==> src/rtl/dceb_pkg.sv <==
package dceb_pkg;

    localparam int CH_COUNT = 16;
    localparam int BUS_AW   = 8;
    localparam int BUS_DW   = 32;

    localparam logic [7:0] OFS_REQ_MAP = 8'h0C;
    localparam logic [7:0] OFS_ERR_MAP = 8'h14;
    localparam logic [7:0] OFS_REQ_SET = 8'h18;
    localparam logic [7:0] OFS_REQ_CLR = 8'h1C;
    localparam logic [7:0] OFS_ERR_SET = 8'h20;
    localparam logic [7:0] OFS_ERR_CLR = 8'h24;

    localparam int ALIAS_NOP_BIT = 7;
    localparam int ALIAS_ALL_BIT = 6;
    localparam int ALIAS_COUNT   = 4;

    typedef enum logic [1:0] {
        ALIAS_IDLE,
        ALIAS_ONE,
        ALIAS_ALL
    } alias_kind_e;

    typedef struct packed {
        logic req_map_we;
        logic err_map_we;
        logic req_set;
        logic req_clr;
        logic err_set;
        logic err_clr;
    } bus_strobe_t;

endpackage

==> src/rtl/dceb_bus_decode.sv <==
module dceb_bus_decode
    import dceb_pkg::*;
#(
    parameter int ADDR_W = BUS_AW
) (
    input  logic              wr,
    input  logic [ADDR_W-1:0] addr,
    output bus_strobe_t       stb
);

    always_comb begin
        stb            = '0;
        stb.req_map_we = wr && (addr == ADDR_W'(OFS_REQ_MAP));
        stb.err_map_we = wr && (addr == ADDR_W'(OFS_ERR_MAP));
        stb.req_set    = wr && (addr == ADDR_W'(OFS_REQ_SET));
        stb.req_clr    = wr && (addr == ADDR_W'(OFS_REQ_CLR));
        stb.err_set    = wr && (addr == ADDR_W'(OFS_ERR_SET));
        stb.err_clr    = wr && (addr == ADDR_W'(OFS_ERR_CLR));
    end

endmodule

==> src/rtl/dceb_alias_decode.sv <==
module dceb_alias_decode
    import dceb_pkg::*;
#(
    parameter int NUM_CH = CH_COUNT,
    parameter int CH_W   = $clog2(NUM_CH)
) (
    input  logic              hit,
    input  logic              nop_bit,
    input  logic              all_bit,
    input  logic [CH_W-1:0]   ch_sel,
    output logic [NUM_CH-1:0] mask
);

    alias_kind_e kind;

    // Classify: no-op outranks the all-channel bit
    always_comb begin
        if (!hit || nop_bit) begin
            kind = ALIAS_IDLE;
        end else if (all_bit) begin
            kind = ALIAS_ALL;
        end else begin
            kind = ALIAS_ONE;
        end
    end

    always_comb begin
        mask = '0;
        unique case (kind)
            ALIAS_IDLE: mask = '0;
            ALIAS_ONE:  mask[ch_sel] = 1'b1;
            ALIAS_ALL:  mask = '1;
            default:    mask = '0;
        endcase
    end

endmodule

==> src/rtl/dceb_enable_reg.sv <==
module dceb_enable_reg
    import dceb_pkg::*;
#(
    parameter int NUM_CH = CH_COUNT
) (
    input  logic              clk,
    input  logic              rst_n,
    input  logic              map_we,
    input  logic [NUM_CH-1:0] map_wdata,
    input  logic [NUM_CH-1:0] set_mask,
    input  logic [NUM_CH-1:0] clr_mask,
    input  logic [NUM_CH-1:0] hw_clr,
    output logic [NUM_CH-1:0] q
);

    logic [NUM_CH-1:0] q_nxt;

    // Software first, hardware clear applied last so it wins
    always_comb begin
        q_nxt = q;
        if (map_we) begin
            q_nxt = map_wdata;
        end
        q_nxt = (q_nxt | set_mask) & ~clr_mask;
        q_nxt = q_nxt & ~hw_clr;
    end

    always_ff @(posedge clk) begin
        if (!rst_n) begin
            q <= '0;
        end else begin
            q <= q_nxt;
        end
    end

endmodule

==> src/rtl/dma_chan_enable_bank.sv <==
module dma_chan_enable_bank
    import dceb_pkg::*;
#(
    parameter int NUM_CH = CH_COUNT,
    parameter int ADDR_W = BUS_AW,
    parameter int DATA_W = BUS_DW
) (
    input  logic              clk,
    input  logic              rst_n,
    input  logic              bus_wr,
    input  logic [ADDR_W-1:0] bus_addr,
    input  logic [DATA_W-1:0] bus_wdata,
    output logic [DATA_W-1:0] bus_rdata,
    input  logic [NUM_CH-1:0] periph_req,
    output logic [NUM_CH-1:0] dma_req,
    input  logic [NUM_CH-1:0] loop_done,
    input  logic [NUM_CH-1:0] desc_dreq,
    input  logic [NUM_CH-1:0] err_flag,
    output logic [NUM_CH-1:0] err_irq
);

    localparam int CH_W = $clog2(NUM_CH);

    bus_strobe_t       stb;
    logic [NUM_CH-1:0] req_en_q;
    logic [NUM_CH-1:0] err_en_q;
    logic [NUM_CH-1:0] alias_mask [ALIAS_COUNT];
    logic [ALIAS_COUNT-1:0] alias_hit;
    logic              unused_wdata;

    assign unused_wdata = ^{bus_wdata[DATA_W-1:8], bus_wdata[5:CH_W]};

    dceb_bus_decode #(.ADDR_W(ADDR_W)) u_dec (
        .wr   (bus_wr),
        .addr (bus_addr),
        .stb  (stb)
    );

    // Index 0: req set, 1: req clear, 2: err set, 3: err clear
    assign alias_hit = {stb.err_clr, stb.err_set, stb.req_clr, stb.req_set};

    for (genvar g = 0; g < ALIAS_COUNT; g++) begin : g_alias
        dceb_alias_decode #(.NUM_CH(NUM_CH), .CH_W(CH_W)) u_alias (
            .hit     (alias_hit[g]),
            .nop_bit (bus_wdata[ALIAS_NOP_BIT]),
            .all_bit (bus_wdata[ALIAS_ALL_BIT]),
            .ch_sel  (bus_wdata[CH_W-1:0]),
            .mask    (alias_mask[g])
        );
    end

    dceb_enable_reg #(.NUM_CH(NUM_CH)) u_req_en (
        .clk       (clk),
        .rst_n     (rst_n),
        .map_we    (stb.req_map_we),
        .map_wdata (bus_wdata[NUM_CH-1:0]),
        .set_mask  (alias_mask[0]),
        .clr_mask  (alias_mask[1]),
        .hw_clr    (loop_done & desc_dreq),
        .q         (req_en_q)
    );

    dceb_enable_reg #(.NUM_CH(NUM_CH)) u_err_en (
        .clk       (clk),
        .rst_n     (rst_n),
        .map_we    (stb.err_map_we),
        .map_wdata (bus_wdata[NUM_CH-1:0]),
        .set_mask  (alias_mask[2]),
        .clr_mask  (alias_mask[3]),
        .hw_clr    ('0),
        .q         (err_en_q)
    );

    always_comb begin
        bus_rdata = '0;
        if (bus_addr == ADDR_W'(OFS_REQ_MAP)) begin
            bus_rdata[NUM_CH-1:0] = req_en_q;
        end else if (bus_addr == ADDR_W'(OFS_ERR_MAP)) begin
            bus_rdata[NUM_CH-1:0] = err_en_q;
        end
    end

    assign dma_req = periph_req & req_en_q;

    always_ff @(posedge clk) begin
        if (!rst_n) begin
            err_irq <= '0;
        end else begin
            err_irq <= err_flag & err_en_q;
        end
    end

endmodule

==> config.mk <==
export PLATFORM = sky130hd
export DESIGN_NAME = dma_chan_enable_bank
export DESIGN_NICKNAME = d
export VERILOG_FILES = /design/src/rtl/dceb_pkg.sv /design/src/rtl/dceb_bus_decode.sv /design/src/rtl/dceb_alias_decode.sv /design/src/rtl/dceb_enable_reg.sv /design/src/rtl/dma_chan_enable_bank.sv
export SDC_FILE = /design/constraint.sdc
export NUM_CORES = 1
export LEC_CHECK = 0
export ABC_AREA = 0
export BUFFER_PORTS_ARGS = -buffer_cell sky130_fd_sc_hd__buf_2
export CAP_MARGIN = 20
export CORE_ASPECT_RATIO = 1.4
export CORE_MARGIN = 2
export CORE_UTILIZATION = 44
export DETAILED_ROUTE_END_ITERATION = 6
export GPL_TIMING_DRIVEN = 0
export PLACE_DENSITY_LB_ADDON = 0.1
export SETUP_SLACK_MARGIN = 0.15
export SKIP_CTS_REPAIR_TIMING = 1
export SLEW_MARGIN = 20
export SYNTH_ARGS = -nofsm -noshare
export SYNTH_HDL_FRONTEND = slang
export SYNTH_HIERARCHICAL = 1
export SYNTH_SLANG_ARGS = --single-unit
==> constraint.sdc <==
create_clock -name clk -period 1.98 [get_ports clk]
set_clock_uncertainty 0.05 [all_clocks]
set_input_delay 0.297 -clock clk [delete_from_list [all_inputs] [get_ports clk]]
set_output_delay 0.297 -clock clk [all_outputs]
set_load 0.005 [all_outputs]
==> Word-level counts from Yosys, hierarchy flattened <==
Cells that the tools add are included.
{ "word_totals": {"register_bits": 48, "inputBits": 107} }
{ "classes": {"n_eq_ne": 14, "n_reduce_logical": 15, "bitwise": 11, "n_lt_le_gt_ge": 2, "mux": 15} }
{ "op_table": {"columns": ["op", "count"], "rows": [
  ["$pmux W16 S2", 4],
  ["$and A16 B16 Y16", 6],
  ["$mux W16", 4],
  ["$not A16 Y16", 3],
  ["$or A16 B16 Y16", 2],
  ["$eq A8 B5 Y1 const B", 3],
  ["$eq A8 B6 Y1 const B", 2],
  ["$mux W2", 5],
  ["$eq A2 B1 Y1 const B", 4],
  ["$eq A2 B2 Y1 const B", 4],
  ["$eq A8 B4 Y1 const B", 1],
  ["$logic_and A1 B1 Y1", 7],
  ["$lt A4 B5 Y1 const B", 1],
  ["$demux W1 S4", 1],
  ["$ge A4 B1 Y1 const B", 1],
  ["$logic_not A1 Y1", 4],
  ["$logic_or A1 B1 Y1", 4],
  ["$mux W1", 1]
]} }

==> Depth between registers and ports, before layout <==
{ "logic_depth": {"word_depth": 10, "depth_mapped": 8} }

==> Hierarchy <==
Netlist, hierarchy kept.
{ "modules_own_cells": {"columns": ["mod", "cells_per_inst", "n_inst", "area_per_inst_um2"], "rows": [
  ["dceb_enable_reg", 68, 2, 798.3],
  ["dma_chan_enable_bank", 142, 1, 1237.4],
  ["dceb_alias_decode", 41, 4, 280.3],
  ["dceb_bus_decode", 14, 1, 96.3]
]} }

==> Least setup slack after synthesis <==
OpenSTA, ideal clock, no wires.
{ "synth_timing": {"path_kind": "input to register", "start": "in bus_addr[1]", "end": "reg u_err_en.q[0]", "path_buffers": 2, "setup_slack_ps": 24, "setup_time_ps": 116, "arrival_ps": 1789, "cell_stages": 6, "cell_sequence": "or4b_1 > nor3_2 > buf_6 > buf_12 > mux2_4 > o211a_1"} }
{ "synth_lines": {"columns": ["item", "line_no", "source"], "rows": [
  ["start: declaration", "dma_chan_enable_bank.sv:11", "input logic [ADDR_W-1:0] bus_addr,"],
  ["end signal: assignment", "dceb_enable_reg.sv:32", "q <= q_nxt;"],
  ["end: declaration", "dceb_enable_reg.sv:13", "output logic [NUM_CH-1:0] q"]
]} }

==> Worst setup path in the final report <==
{ "layout_timing": {"start": "in bus_addr[1]", "end": "out bus_rdata[0]"} }
{ "layout_between": {"elab_chain_cells": 3, "elab_cells_between_ends": 4, "cone_classes": "eq/ne (2); mux (2)"} }
{ "layout_lines": {"columns": ["item", "line_no", "source"], "rows": [
  ["$eq A8 B5 Y1", "dma_chan_enable_bank.sv:78", "end else if (bus_addr == ADDR_W'(OFS_ERR_MAP)) begin"],
  ["$mux W16", "dma_chan_enable_bank.sv:78", null],
  ["$mux W16 *", "dma_chan_enable_bank.sv:76", "if (bus_addr == ADDR_W'(OFS_REQ_MAP)) begin"],
  ["end: declaration", "dma_chan_enable_bank.sv:13", "output logic [DATA_W-1:0] bus_rdata,"]
]} }
Mark *: on every way between the ends. The rest lies on a longest branch, timed or not.

==> impl_metrics.json <==
{
  "outcome": "finished clean",
  "netlist_area_um2": 4051,
  "drive_gt1_frac": 0.3818,
  "syn_inst": 456,
  "vias_per_cell": 5.587,
  "globalRouteOverflowTotal": 0,
  "ant_nets": 0,
  "io_pins": 171,
  "htreeDepth": 2,
  "setup_viol": 0,
  "crit_path_start_kind": "primary input",
  "final_common_cell": "buf_2",
  "wirelength_um": 12750,
  "mostFrequentLayoutCells": "buf_2 (138), a21oi_1 (61), dfxtp_1 (48)",
  "synth_xor_area_frac": 0,
  "grt_start_max_net_pins": 31,
  "firstDrtPassIters": 5,
  "fin_area_um2": 5373,
  "portBuffers": 138,
  "grt_pass1_wl_um": 19510,
  "design.core.area_um2": 8977,
  "hp-class": "primary input to flip-flop",
  "path_clk_slew_ns": 0.07,
  "path_max_fanout": 8,
  "worst-setup-path-type": "primary input to output port",
  "vias": 4168,
  "synth_edf_count": 0,
  "seq_area_frac_synth": 0.2372,
  "power.density_nw_per_um2": 439.1,
  "relSlewSlack": 0.5907,
  "fin_nets": 745,
  "dieArea_um2": 10000,
  "dp_slack_ns": -0.2814,
  "first_global_vias": 3902,
  "synth_warnings": 6,
  "numCtsBuffers": 5,
  "end_kind": "output port",
  "final.setup.worst_slack_ns": 0.04443,
  "synth.area.mux_share": 0.1075,
  "worstPathArrival_ns": 1.59,
  "antenna-diode-count": 0,
  "max_cap_violations": 0,
  "rsz0062_at_grt": "true",
  "clock_sinks": 48,
  "cts-root-buf": "clkbuf_16",
  "cts_tree": "done",
  "initial_core_util": 0.4513,
  "synth_top_family_by_area": "simple AND/OR/NAND/NOR gates",
  "irDropWorstVdd_mv": 0.5071,
  "synth_ff_type": "dfxtp_1",
  "worstMarginPinSlew_ns": 0.6140,
  "maxSlewViolCount": 0,
  "fin_crit_sh": 0.9776,
  "grt_usage": 0.2416,
  "row_count": 41,
  "synthAdderAreaFrac": 0,
  "synth-seq-cells": 48,
  "avgSynthCellArea_um2": 8.885,
  "clk_latency_ns": 0.29,
  "die_w_um": 85.10,
  "drt-initial-drc-count": 250,
  "hpwl_um": 9574,
  "r2r_slack_ns": 0.98,
  "synth-compound-area-share": 0.2001,
  "period_needed_ns": 1.936,
  "ys_async_sr_fraction": 0,
  "area_growth_pct": 32.61,
  "placed_cell_area_um2": 5014,
  "max_freq_mhz": 516.6,
  "clock_path_buffers": 2,
  "synth.distinct_cells": 32,
  "die_y_um": 117.5,
  "yosys.area_share.simple": 0.3496,
  "leakagePower_uw": 0.002718,
  "drcViolationCount": 0,
  "place.gp.congestion": 0.9545,
  "wire_per_inst_um": 17.10,
  "cp.required_ns": 1.63,
  "hold_viol_final": 0,
  "antenna_found_initial": 0
}
==> power by group <==
group | switching [uW] | internal (uW) | total [uW]
combinational | 231 | 187 | 418
sequential | 0.634 | 966 | 966
clock | 381 | 594 | 975
==> cells by family (layout without fill, tap and decap cells) <==
group / after synthesis / after routing
flops: 48 / 48
other cells: 1 / 32
simple gates: 194 / 194
compound gates: 112 / 112
buf+inv: 69 / 221
mux: 32 / 32
==> layer usage <==
layer,track usage,wire (um)
met5,0,0
met1,0.2654,4881
met3,0.02595,700
met2,0.4653,6811
met4,0.08234,359
==> cells in the mapped netlist, drive strengths merged, types with 5 or more instances <==
cell     count  area, um2
a21oi       64      320.3
dfxtp       48      960.9
clkbuf      33      123.9
and2        32      200.2
mux2        32      435.4
nand3b      32      240.2
nor2        32      120.1
o211a       32      320.3
buf         30      277.8
nand4bb     25      281.5
or4b        19      193.9
a211oi      16      170.2
and3        16      100.1
nand4b      16      140.1
inv          6      22.52
nor3         5      30.03
or4          5      37.54
==> worst paths after layout <==
kind,start,endpoint,cells past startpoint
hold reg to reg,u_err_en/q[12],err_irq[12],1
setup / recovery,bus_addr[1],bus_rdata[0],5
hold / removal,err_flag[14],err_irq[14],2
setup reg to reg,u_err_en/q[7],u_err_en/q[7],2
==> sequential cells by signal, summed over array words and instances (netlist names) <==
register / count
u_err_en/q: 16
u_req_en/q: 16
err_irq: 16
==> per-stage QoR <==
step	total power (uW)	hold slack [ns]	util	TNS (ns)	cells
2_1_floorplan	1208	0.3995	-	0	487
3_3_place_gp	1378	0.4582	0.5585	-6.100	732
3_5_place_dp	1385	0.4565	0.5585	-6.764	732
4_1_cts	2365	0.1766	0.5771	0	740
5_1_grt	2453	0.1804	0.5985	0	746
6_report	2359	0.1818	0.5985	0	746
==> layout make-up <==
cell class,count,area [um2]
Tap cell,107,133.9
Multi-Input combinational cell,370,2859
Sequential cell,48,960.9
Inverter,6,22.52
Fill cell,820,3605
Timing Repair Buffer,145,804.5
Clock buffer,5,125.1
Buffer,62,424.2
Clock inverter,3,42.54
==> worst max-delay path: stages <==
cell,delay (ns)
buf_6,0.10
or4b_4,0.53
buf_8,0.16
a211oi_1,0.31
buf_2,0.19
Note: power is estimated with default switching activity, not from simulation.
